File: config.mk
export PLATFORM = sky130hd
export DESIGN_NAME = irq_entry_seq
export DESIGN_NICKNAME = d
export VERILOG_FILES = /design/src/rtl/irq_seq_pkg.sv /design/src/rtl/irq_seq_timer.sv /design/src/rtl/irq_seq_bus.sv /design/src/rtl/irq_seq_vector.sv /design/src/rtl/irq_entry_seq.sv
export SDC_FILE = /design/constraint.sdc
export NUM_CORES = 1
export LEC_CHECK = 0
export CAP_MARGIN = 30
export CORE_MARGIN = 2
export CORE_UTILIZATION = 44
export DETAILED_ROUTE_END_ITERATION = 16
export PLACE_DENSITY = 0.82
export SLEW_MARGIN = 30
export SYNTH_ARGS = -nofsm -noshare
export SYNTH_HDL_FRONTEND = slang
export SYNTH_SLANG_ARGS = --single-unit
File: constraint.sdc
create_clock -name clk -period 2.7 [get_ports clk]
set_input_delay 0.54 -clock clk [delete_from_list [all_inputs] [get_ports clk]]
set_output_delay 0.54 -clock clk [all_outputs]
set_load 0.05 [all_outputs]
File: src/rtl/irq_seq_pkg.sv
package irq_seq_pkg;

    typedef enum logic [3:0] {
        PH_IDLE,
        PH_GAP_A,
        PH_PUSH_SR,
        PH_IACK,
        PH_GAP_B,
        PH_PUSH_PCL,
        PH_PUSH_PCH,
        PH_VEC_HI,
        PH_VEC_LO,
        PH_FETCH_A,
        PH_GAP_C,
        PH_FETCH_B
    } phase_e;

    localparam logic [2:0] FC_SDATA = 3'b101;
    localparam logic [2:0] FC_SPROG = 3'b110;
    localparam logic [2:0] FC_CPU   = 3'b111;
    localparam logic [7:0] VEC_SPURIOUS  = 8'd24;
    localparam logic [7:0] VEC_AUTO_BASE = 8'd24;

    function automatic logic is_bus(input phase_e ph);
        return !(ph inside {PH_IDLE, PH_GAP_A, PH_GAP_B, PH_GAP_C});
    endfunction

    function automatic logic [2:0] phase_len(input phase_e ph);
        case (ph)
            PH_GAP_A: return 3'd6;
            PH_GAP_B: return 3'd4;
            PH_GAP_C: return 3'd2;
            PH_IDLE:  return 3'd1;
            default:  return 3'd4;
        endcase
    endfunction

    function automatic phase_e next_phase(input phase_e ph);
        case (ph)
            PH_GAP_A:    return PH_PUSH_SR;
            PH_PUSH_SR:  return PH_IACK;
            PH_IACK:     return PH_GAP_B;
            PH_GAP_B:    return PH_PUSH_PCL;
            PH_PUSH_PCL: return PH_PUSH_PCH;
            PH_PUSH_PCH: return PH_VEC_HI;
            PH_VEC_HI:   return PH_VEC_LO;
            PH_VEC_LO:   return PH_FETCH_A;
            PH_FETCH_A:  return PH_GAP_C;
            PH_GAP_C:    return PH_FETCH_B;
            default:     return PH_IDLE;
        endcase
    endfunction

    function automatic logic [15:0] entry_sr(input logic [15:0] sr, input logic [2:0] lvl);
        logic [15:0] r;
        r = sr & 16'h58FF;
        r[13] = 1'b1;
        r[10:8] = lvl;
        return r;
    endfunction

endpackage

File: src/rtl/irq_seq_timer.sv
module irq_seq_timer
    import irq_seq_pkg::*;
(
    input  logic   clk,
    input  logic   rst,
    input  logic   start,
    input  logic   term,
    output phase_e phase,
    output logic   strobe,
    output logic   xfer,
    output logic   busy,
    output logic   done
);
    localparam int CW = 3;

    logic [CW-1:0] cnt;
    logic          at_sample;
    logic          last;

    assign at_sample = is_bus(phase) && (cnt == CW'(2));
    assign xfer      = at_sample && term;
    assign last      = (cnt == phase_len(phase) - CW'(1));
    assign strobe    = is_bus(phase) && ((cnt == CW'(1)) || (cnt == CW'(2)));
    assign busy      = (phase != PH_IDLE);

    always_ff @(posedge clk) begin
        if (rst) begin
            phase <= PH_IDLE;
            cnt   <= '0;
            done  <= 1'b0;
        end else begin
            done <= 1'b0;
            if (phase == PH_IDLE) begin
                if (start) begin
                    phase <= PH_GAP_A;
                    cnt   <= '0;
                end
            end else if (at_sample && !term) begin
                cnt <= cnt;
            end else if (last) begin
                phase <= next_phase(phase);
                cnt   <= '0;
                if (next_phase(phase) == PH_IDLE) done <= 1'b1;
            end else begin
                cnt <= cnt + CW'(1);
            end
        end
    end

    AST_STROBE_IN_BUSY: assert property (@(posedge clk) disable iff (rst)
        strobe |-> busy);
    AST_WAIT_HOLDS: assert property (@(posedge clk) disable iff (rst)
        (strobe && cnt == CW'(2) && !term) |=> (strobe && $stable(phase)));
    AST_DONE_PULSE: assert property (@(posedge clk) disable iff (rst)
        done |-> (!busy && $past(busy)));
    AST_DONE_SINGLE: assert property (@(posedge clk) disable iff (rst)
        done |=> !done);

endmodule

File: src/rtl/irq_seq_bus.sv
module irq_seq_bus
    import irq_seq_pkg::*;
#(
    parameter int AW = 24,
    parameter int DW = 16
) (
    input  phase_e        phase,
    input  logic          strobe,
    input  logic [2:0]    level,
    input  logic [AW-1:0] sp,
    input  logic [AW-1:0] pc,
    input  logic [15:0]   sr_old,
    input  logic [7:0]    vec_num,
    input  logic [AW-1:0] handler,
    output logic [AW-1:0] addr,
    output logic          rw,
    output logic [2:0]    fc,
    output logic [DW-1:0] wdata
);
    localparam int HI_W = AW - 16;

    logic [AW-1:0] vec_base;
    logic [AW-1:0] iack_addr;

    assign vec_base  = {{(AW-10){1'b0}}, vec_num, 2'b00};
    assign iack_addr = {{(AW-4){1'b1}}, level, 1'b0};

    always_comb begin
        addr  = '0;
        rw    = 1'b1;
        fc    = 3'b000;
        wdata = '0;
        case (phase)
            PH_PUSH_SR: begin
                addr = sp - AW'(6); rw = 1'b0; fc = FC_SDATA; wdata = DW'(sr_old);
            end
            PH_IACK: begin
                addr = iack_addr; fc = FC_CPU;
            end
            PH_PUSH_PCL: begin
                addr = sp - AW'(2); rw = 1'b0; fc = FC_SDATA; wdata = pc[15:0];
            end
            PH_PUSH_PCH: begin
                addr = sp - AW'(4); rw = 1'b0; fc = FC_SDATA;
                wdata = {{(DW-HI_W){1'b0}}, pc[AW-1:16]};
            end
            PH_VEC_HI:  begin addr = vec_base;            fc = FC_SDATA; end
            PH_VEC_LO:  begin addr = vec_base + AW'(2);   fc = FC_SDATA; end
            PH_FETCH_A: begin addr = handler;             fc = FC_SPROG; end
            PH_FETCH_B: begin addr = handler + AW'(2);    fc = FC_SPROG; end
            default: ;
        endcase
    end

    AST_WRITE_SDATA: assert property (@(posedge strobe)
        !rw |-> (fc == FC_SDATA));

endmodule

File: src/rtl/irq_seq_vector.sv
module irq_seq_vector
    import irq_seq_pkg::*;
#(
    parameter int AW = 24,
    parameter int DW = 16
) (
    input  logic          clk,
    input  logic          rst,
    input  phase_e        phase,
    input  logic          xfer,
    input  logic [2:0]    level,
    input  logic          dtack,
    input  logic          vpa,
    input  logic          berr,
    input  logic [DW-1:0] rdata,
    output logic [7:0]    vec_num,
    output logic [AW-1:0] handler
);
    localparam int HI_W = AW - 16;

    typedef enum logic [1:0] {SRC_DATA, SRC_AUTO, SRC_SPUR} ack_src_e;

    ack_src_e src;
    always_comb begin
        if (berr)      src = SRC_SPUR;
        else if (vpa)  src = SRC_AUTO;
        else           src = SRC_DATA;
    end

    always_ff @(posedge clk) begin
        if (rst) begin
            vec_num <= '0;
            handler <= '0;
        end else if (xfer) begin
            case (phase)
                PH_IACK: begin
                    case (src)
                        SRC_SPUR: vec_num <= VEC_SPURIOUS;
                        SRC_AUTO: vec_num <= VEC_AUTO_BASE + {5'd0, level};
                        default:  vec_num <= rdata[7:0];
                    endcase
                end
                PH_VEC_HI: handler[AW-1:16] <= rdata[HI_W-1:0];
                PH_VEC_LO: handler[15:0]    <= rdata[15:0];
                default: ;
            endcase
        end
    end

    AST_SPURIOUS_VEC: assert property (@(posedge clk) disable iff (rst)
        (xfer && phase == PH_IACK && berr) |=> (vec_num == VEC_SPURIOUS));
    AST_AUTO_VEC: assert property (@(posedge clk) disable iff (rst)
        (xfer && phase == PH_IACK && vpa && !berr) |=> (vec_num[7:3] == 5'd3));

endmodule

File: src/rtl/irq_entry_seq.sv
module irq_entry_seq
    import irq_seq_pkg::*;
#(
    parameter int AW = 24,
    parameter int DW = 16
) (
    input  logic          clk,
    input  logic          rst,
    input  logic          take_req,
    input  logic [2:0]    irq_level,
    input  logic [15:0]   cur_sr,
    input  logic [AW-1:0] cur_sp,
    input  logic [AW-1:0] cur_pc,
    output logic [AW-1:0] bus_addr,
    output logic          bus_rw,
    output logic          bus_as,
    output logic [2:0]    bus_fc,
    output logic [DW-1:0] bus_wdata,
    input  logic [DW-1:0] bus_rdata,
    input  logic          bus_dtack,
    input  logic          bus_vpa,
    input  logic          bus_vpa_sync,
    input  logic          bus_berr,
    output logic          busy,
    output logic          done,
    output logic [15:0]   sv_sr,
    output logic [AW-1:0] sv_sp,
    output logic [AW-1:0] sv_pc
);
    phase_e        phase;
    logic          xfer;
    logic          term;
    logic          accept;
    logic [2:0]    lvl_q;
    logic [15:0]   sr_q;
    logic [AW-1:0] sp_q;
    logic [AW-1:0] pc_q;
    logic [7:0]    vec_num;

    assign accept = take_req && !busy;
    assign term   = (phase == PH_IACK)
                  ? (bus_berr || bus_dtack || (bus_vpa && bus_vpa_sync))
                  : bus_dtack;

    always_ff @(posedge clk) begin
        if (rst) begin
            lvl_q <= '0;
            sr_q  <= '0;
            sp_q  <= '0;
            pc_q  <= '0;
        end else if (accept) begin
            lvl_q <= irq_level;
            sr_q  <= cur_sr;
            sp_q  <= cur_sp;
            pc_q  <= cur_pc;
        end
    end

    irq_seq_timer u_timer (
        .clk    (clk),
        .rst    (rst),
        .start  (accept),
        .term   (term),
        .phase  (phase),
        .strobe (bus_as),
        .xfer   (xfer),
        .busy   (busy),
        .done   (done)
    );

    irq_seq_vector #(.AW(AW), .DW(DW)) u_vector (
        .clk     (clk),
        .rst     (rst),
        .phase   (phase),
        .xfer    (xfer),
        .level   (lvl_q),
        .dtack   (bus_dtack),
        .vpa     (bus_vpa),
        .berr    (bus_berr),
        .rdata   (bus_rdata),
        .vec_num (vec_num),
        .handler (sv_pc)
    );

    irq_seq_bus #(.AW(AW), .DW(DW)) u_bus (
        .phase   (phase),
        .strobe  (bus_as),
        .level   (lvl_q),
        .sp      (sp_q),
        .pc      (pc_q),
        .sr_old  (sr_q),
        .vec_num (vec_num),
        .handler (sv_pc),
        .addr    (bus_addr),
        .rw      (bus_rw),
        .fc      (bus_fc),
        .wdata   (bus_wdata)
    );

    assign sv_sr = entry_sr(sr_q, lvl_q);
    assign sv_sp = sp_q - AW'(6);

    AST_IACK_SPACE: assert property (@(posedge clk) disable iff (rst)
        (bus_as && bus_fc == FC_CPU) |-> (bus_rw && (&bus_addr[AW-1:4]) && bus_addr[3:1] == lvl_q));
    AST_ADDR_STABLE: assert property (@(posedge clk) disable iff (rst)
        (bus_as && $past(bus_as)) |-> $stable(bus_addr));
    AST_SUPER_MODE: assert property (@(posedge clk) disable iff (rst)
        busy |-> (sv_sr[13] && !sv_sr[15]));
    AST_INPUTS_HELD: assert property (@(posedge clk) disable iff (rst)
        (busy && $past(busy)) |-> $stable(sp_q));

endmodule

==> results by group <==
STA
  – Slew Limit Fails: 0
  – Finish-stage setup viols: 38
  – RSZ-0062 raised after global routing: yes
  – Worst-Margin Slew: 0.7392 ns
  – Max Fclk: 317.9 MHz
  – Headroom to the max-slew limit: 50.72%
  – Post-route setup slack: -0.4455 ns
  – Minimum clock period: 3.146 ns
  – Final Hold Fails: 0
  – Worst Skew: 0.01133 ns
  – Fin crit share: 116.5%

Synth
  – Seq cells post-synth: 111
  – Cells after synthesis: 964
  – Post-synth EDFFs: 0
  – Post-Syn Nets: 1,066
  – Yosys warns: 0
  – Distinct cells, synth: 86
  – Post-Synthesis Cell Area: 7103 sq um
  – FFs w/ async S/R, synth: 0%
  – Post-synth top flop: dfxtp_1
  – Avg Inst Size Synth: 7.368 sq um
  – Register area share after synthesis: 31.28%

Clock tree
  – H-tree levels: 3
  – CTS Buffer Depth: 2
  – Clock transition at the registers of the reported paths: 0.08 ns
  – Clk_lat worst skew: 0.37 ns
  – CTS tree: done
  – Inserted Clock Buffers: 9
  – Clock sinks: 111
  – Clock root buffer: clkbuf_16

Setup path
  – Critical Path Sink Type: primary output
  – CP cell instances: inv_4 -> ha_4 -> nor3b_4 -> buf_4 -> nand3_1 -> mux2_2 -> o211ai_1 -> o311a_1 -> nand2_2 -> buf_12
  – Worst Setup Start Kind: flip-flop
  – WP data arrival: 2.61 ns
  – Slowest CP cell: dfxtp_2
  – Worst Path Max Fanout: 5
  – Critical path class: reg -> out
  – WP data required: 2.16 ns
  – Critical path's largest stage delay: 0.35 ns

Global route
  – Initial antenna violation count: 0
  – First-pass GRT wire length: 45.53 mm
  – Gr usage total: 34.31%
  – Number of global-route vias before repair: 8,406
  – Largest net degree at the start of global routing: 69
  – GRT overflow: 0

Drt
  – Post-route DRC: 0
  – Detailed Route Iter0 Violations: 1,090
  – Via density: 6.023
  – DR vias: 9,070
  – Final WL: 31.67 mm
  – Final ANT Viol Nets: 0
  – WL per Instance: 21.03 microns
  – Drt pass-1 iters: 6

Die
  – Core box area: 15,830 sq um
  – Die area: 17,180 sq um
  – Initial core utilization: 44.88%
  – Die span in y: 131.1 microns
  – Die X: 131.1 microns
  – IO Count: 201
  – Site Rows: 46

Placement
  – Post-place setup slack: -0.3981 ns
  – Dpl hpwl: 21.34 mm
  – Final GP Congestion: 1.006
  – I/O Buffers: 198
  – Placed cell count: 1,429

Cells and area
  – Layout cells sized above 1: 38.37%
  – Antenna Cells: 0
  – Post-Layout Cell Count: 1,506
  – Final net count: 1,387
  – Syn-to-layout area delta: 80.15%

Outcome
  – Outcome: complete, but fails checks
  – Failing checks: negative setup slack

Pwr
  – Cell Pwr Density: 788.6 nW/um^2
  – Leak pwr: 5.281 nW
  – VDD IR max: 508.7 uV

Job
  – Max-cap viol count: 0

Min path
  – HP Class: reg -> reg
## state kept, by name (all words and copies together) (netlist names), named ones only
signal / count
u_vector.handler: 24
sp_q: 24
u_timer.cnt: 3
sr_q: 16
u_timer.done: 1
u_timer.phase: 4
u_vector.vec_num: 8
lvl_q: 3
pc_q: 24
## logic make-up (layout without fill, tap and decap cells)
group	count (synthesis)	count (layout)	share of synthesized area (%)
XOR/XNOR	51	51	6.289
adder cells (fa/ha/maj)	12	12	2.114
other	2	2	0.1057
AO/OA/AOI/OAI	225	225	20.93
flip-flops	111	111	31.28
AND/OR/NAND/NOR	415	415	27.62
multiplexers	31	31	4.386
buffers and inverters	117	443	7.275
## stage by stage
step / hold WS, ns / power, W / util (%) / cell area [sq um] / TNS, ns
after floorplan: 0.3959 / 0.005012 / - / 7428 / -1.064
after CTS: 0.4568 / 0.009418 / 76.74 / 12150 / -4.247
after global routing: 0.4766 / 0.01044 / 80.85 / 12800 / -10.46
after global placement: 0.4415 / 0.007387 / 69.37 / 10980 / -0.7834
final: 0.4588 / 0.01009 / 80.85 / 12800 / -6.703
after detailed placement: 0.4460 / 0.007453 / 69.37 / 10980 / -1.231
## routing by layer
metal | global-route usage, % | vias to the layer above | share of wire, %
met3 | 8.360 | 149 | 10
met2 | 58.09 | 593 | 48
met4 | 14.14 | 0 | 5.1
li1 | - | 4026 | -
met5 | 0 | - | 0
met1 | 41.79 | 4302 | 37
## area by class of cell
type	instances	area [sq um]
Timing Repair Buffer	407	4393
Sequential cell	111	2268
Multi-Input combinational cell	736	5487
Fill cell	947	3032
Tap cell	216	270.3
Inverter	20	81.33
Clock inverter	5	63.81
Clock buffer	11	232.7
## synth_stat cells, types with 3 or more instances
| cell type | n | share of area [%] |
|---|---|---|
| a21oi_1 | 104 | 7.3 |
| a221oi_1 | 13 | 1.6 |
| a222oi_1 | 9 | 1.3 |
| a22o_1 | 9 | 1.1 |
| a22oi_1 | 11 | 1.2 |
| a31oi_1 | 3 | 0.26 |
| and2_1 | 5 | 0.44 |
| and3_1 | 4 | 0.35 |
| and4_1 | 3 | 0.37 |
| buf_1 | 8 | 0.42 |
| buf_2 | 11 | 0.78 |
| buf_4 | 15 | 1.6 |
| clkbuf_1 | 62 | 3.3 |
| dfxtp_1 | 111 | 31 |
| ha_1 | 12 | 2.1 |
| inv_1 | 19 | 1.0 |
| mux2i_1 | 30 | 4.2 |
| nand2_1 | 189 | 10 |
| nand2b_1 | 3 | 0.26 |
| nand3_1 | 29 | 2.0 |
| nand4_1 | 16 | 1.4 |
| nand4bb_1 | 3 | 0.48 |
| nor2_1 | 88 | 4.7 |
| nor3_1 | 20 | 1.4 |
| nor4_1 | 10 | 0.88 |
| o2111ai_1 | 4 | 0.49 |
| o211ai_1 | 9 | 0.95 |
| o21ai_0 | 15 | 1.1 |
| o21ai_1 | 6 | 0.42 |
| o22ai_1 | 7 | 0.62 |
| o31ai_1 | 3 | 0.32 |
| or3_1 | 10 | 0.88 |
| or4_1 | 4 | 0.42 |
| xnor2_1 | 21 | 2.6 |
| xor2_1 | 30 | 3.7 |
## final timing paths
check                           slack [ns]                     to  depth (start not counted)                           from
worst max-delay path                 -0.45           bus_addr[20]                         10           sp_q[3]$_SDFFE_PP0P_
worst min-delay path                  0.46  sr_q[10]$_SDFFE_PP0P_                          2          sr_q[10]$_SDFFE_PP0P_
worst max register to register       -0.12              flip-flop                         13  u_timer.phase[0]$_SDFFE_PP0N_
worst min register to register        0.46  sr_q[10]$_SDFFE_PP0P_                          2          sr_q[10]$_SDFFE_PP0P_
## critical path: cells and delay by family (launching register included)
kind	cells	cell delay [ns]
AND/OR/NAND/NOR	3	0.52
buffers and inverters	3	0.47
AO/OA/AOI/OAI	2	0.45
flip-flops	1	0.35
multiplexers	1	0.33
adder cells (fa/ha/maj)	1	0.13
## power breakdown
part / leakage, nW / total, W / switching [W] / internal [W]
clock: 0.141 / 0.00140 / 0.000672 / 0.000731
combinational: 4.22 / 0.00664 / 0.00363 / 0.00302
sequential: 0.919 / 0.00205 / 0.000204 / 0.00184
## cell usage in the layout (no fill, tap or decap), drive strengths merged, types with 11 or more instances in the layout
cell / netlist / final
clkbuf: 62 / 15
o21ai: 21 / 21
ha: 12 / 12
nor4: 13 / 13
mux2i: 30 / 30
dfxtp: 111 / 111
xnor2: 21 / 21
nand2: 190 / 190
xor2: 30 / 30
clkdlybuf4s50: 0 / 128
nor2: 89 / 89
a21oi: 104 / 104
a221oi: 13 / 13
nand3: 30 / 30
inv: 20 / 21
nor3: 22 / 22
a22oi: 11 / 11
buf: 35 / 274
nand4: 17 / 17
## repair_timing
item,in CTS,in global routing
hold buffers,0,0
endpoints found under the setup margin,52,44
buffers inserted,34,35
pin swaps,62,74
gates cloned,0,0
gates resized for setup,142,109
Note: power is estimated with default switching activity, not from simulation.
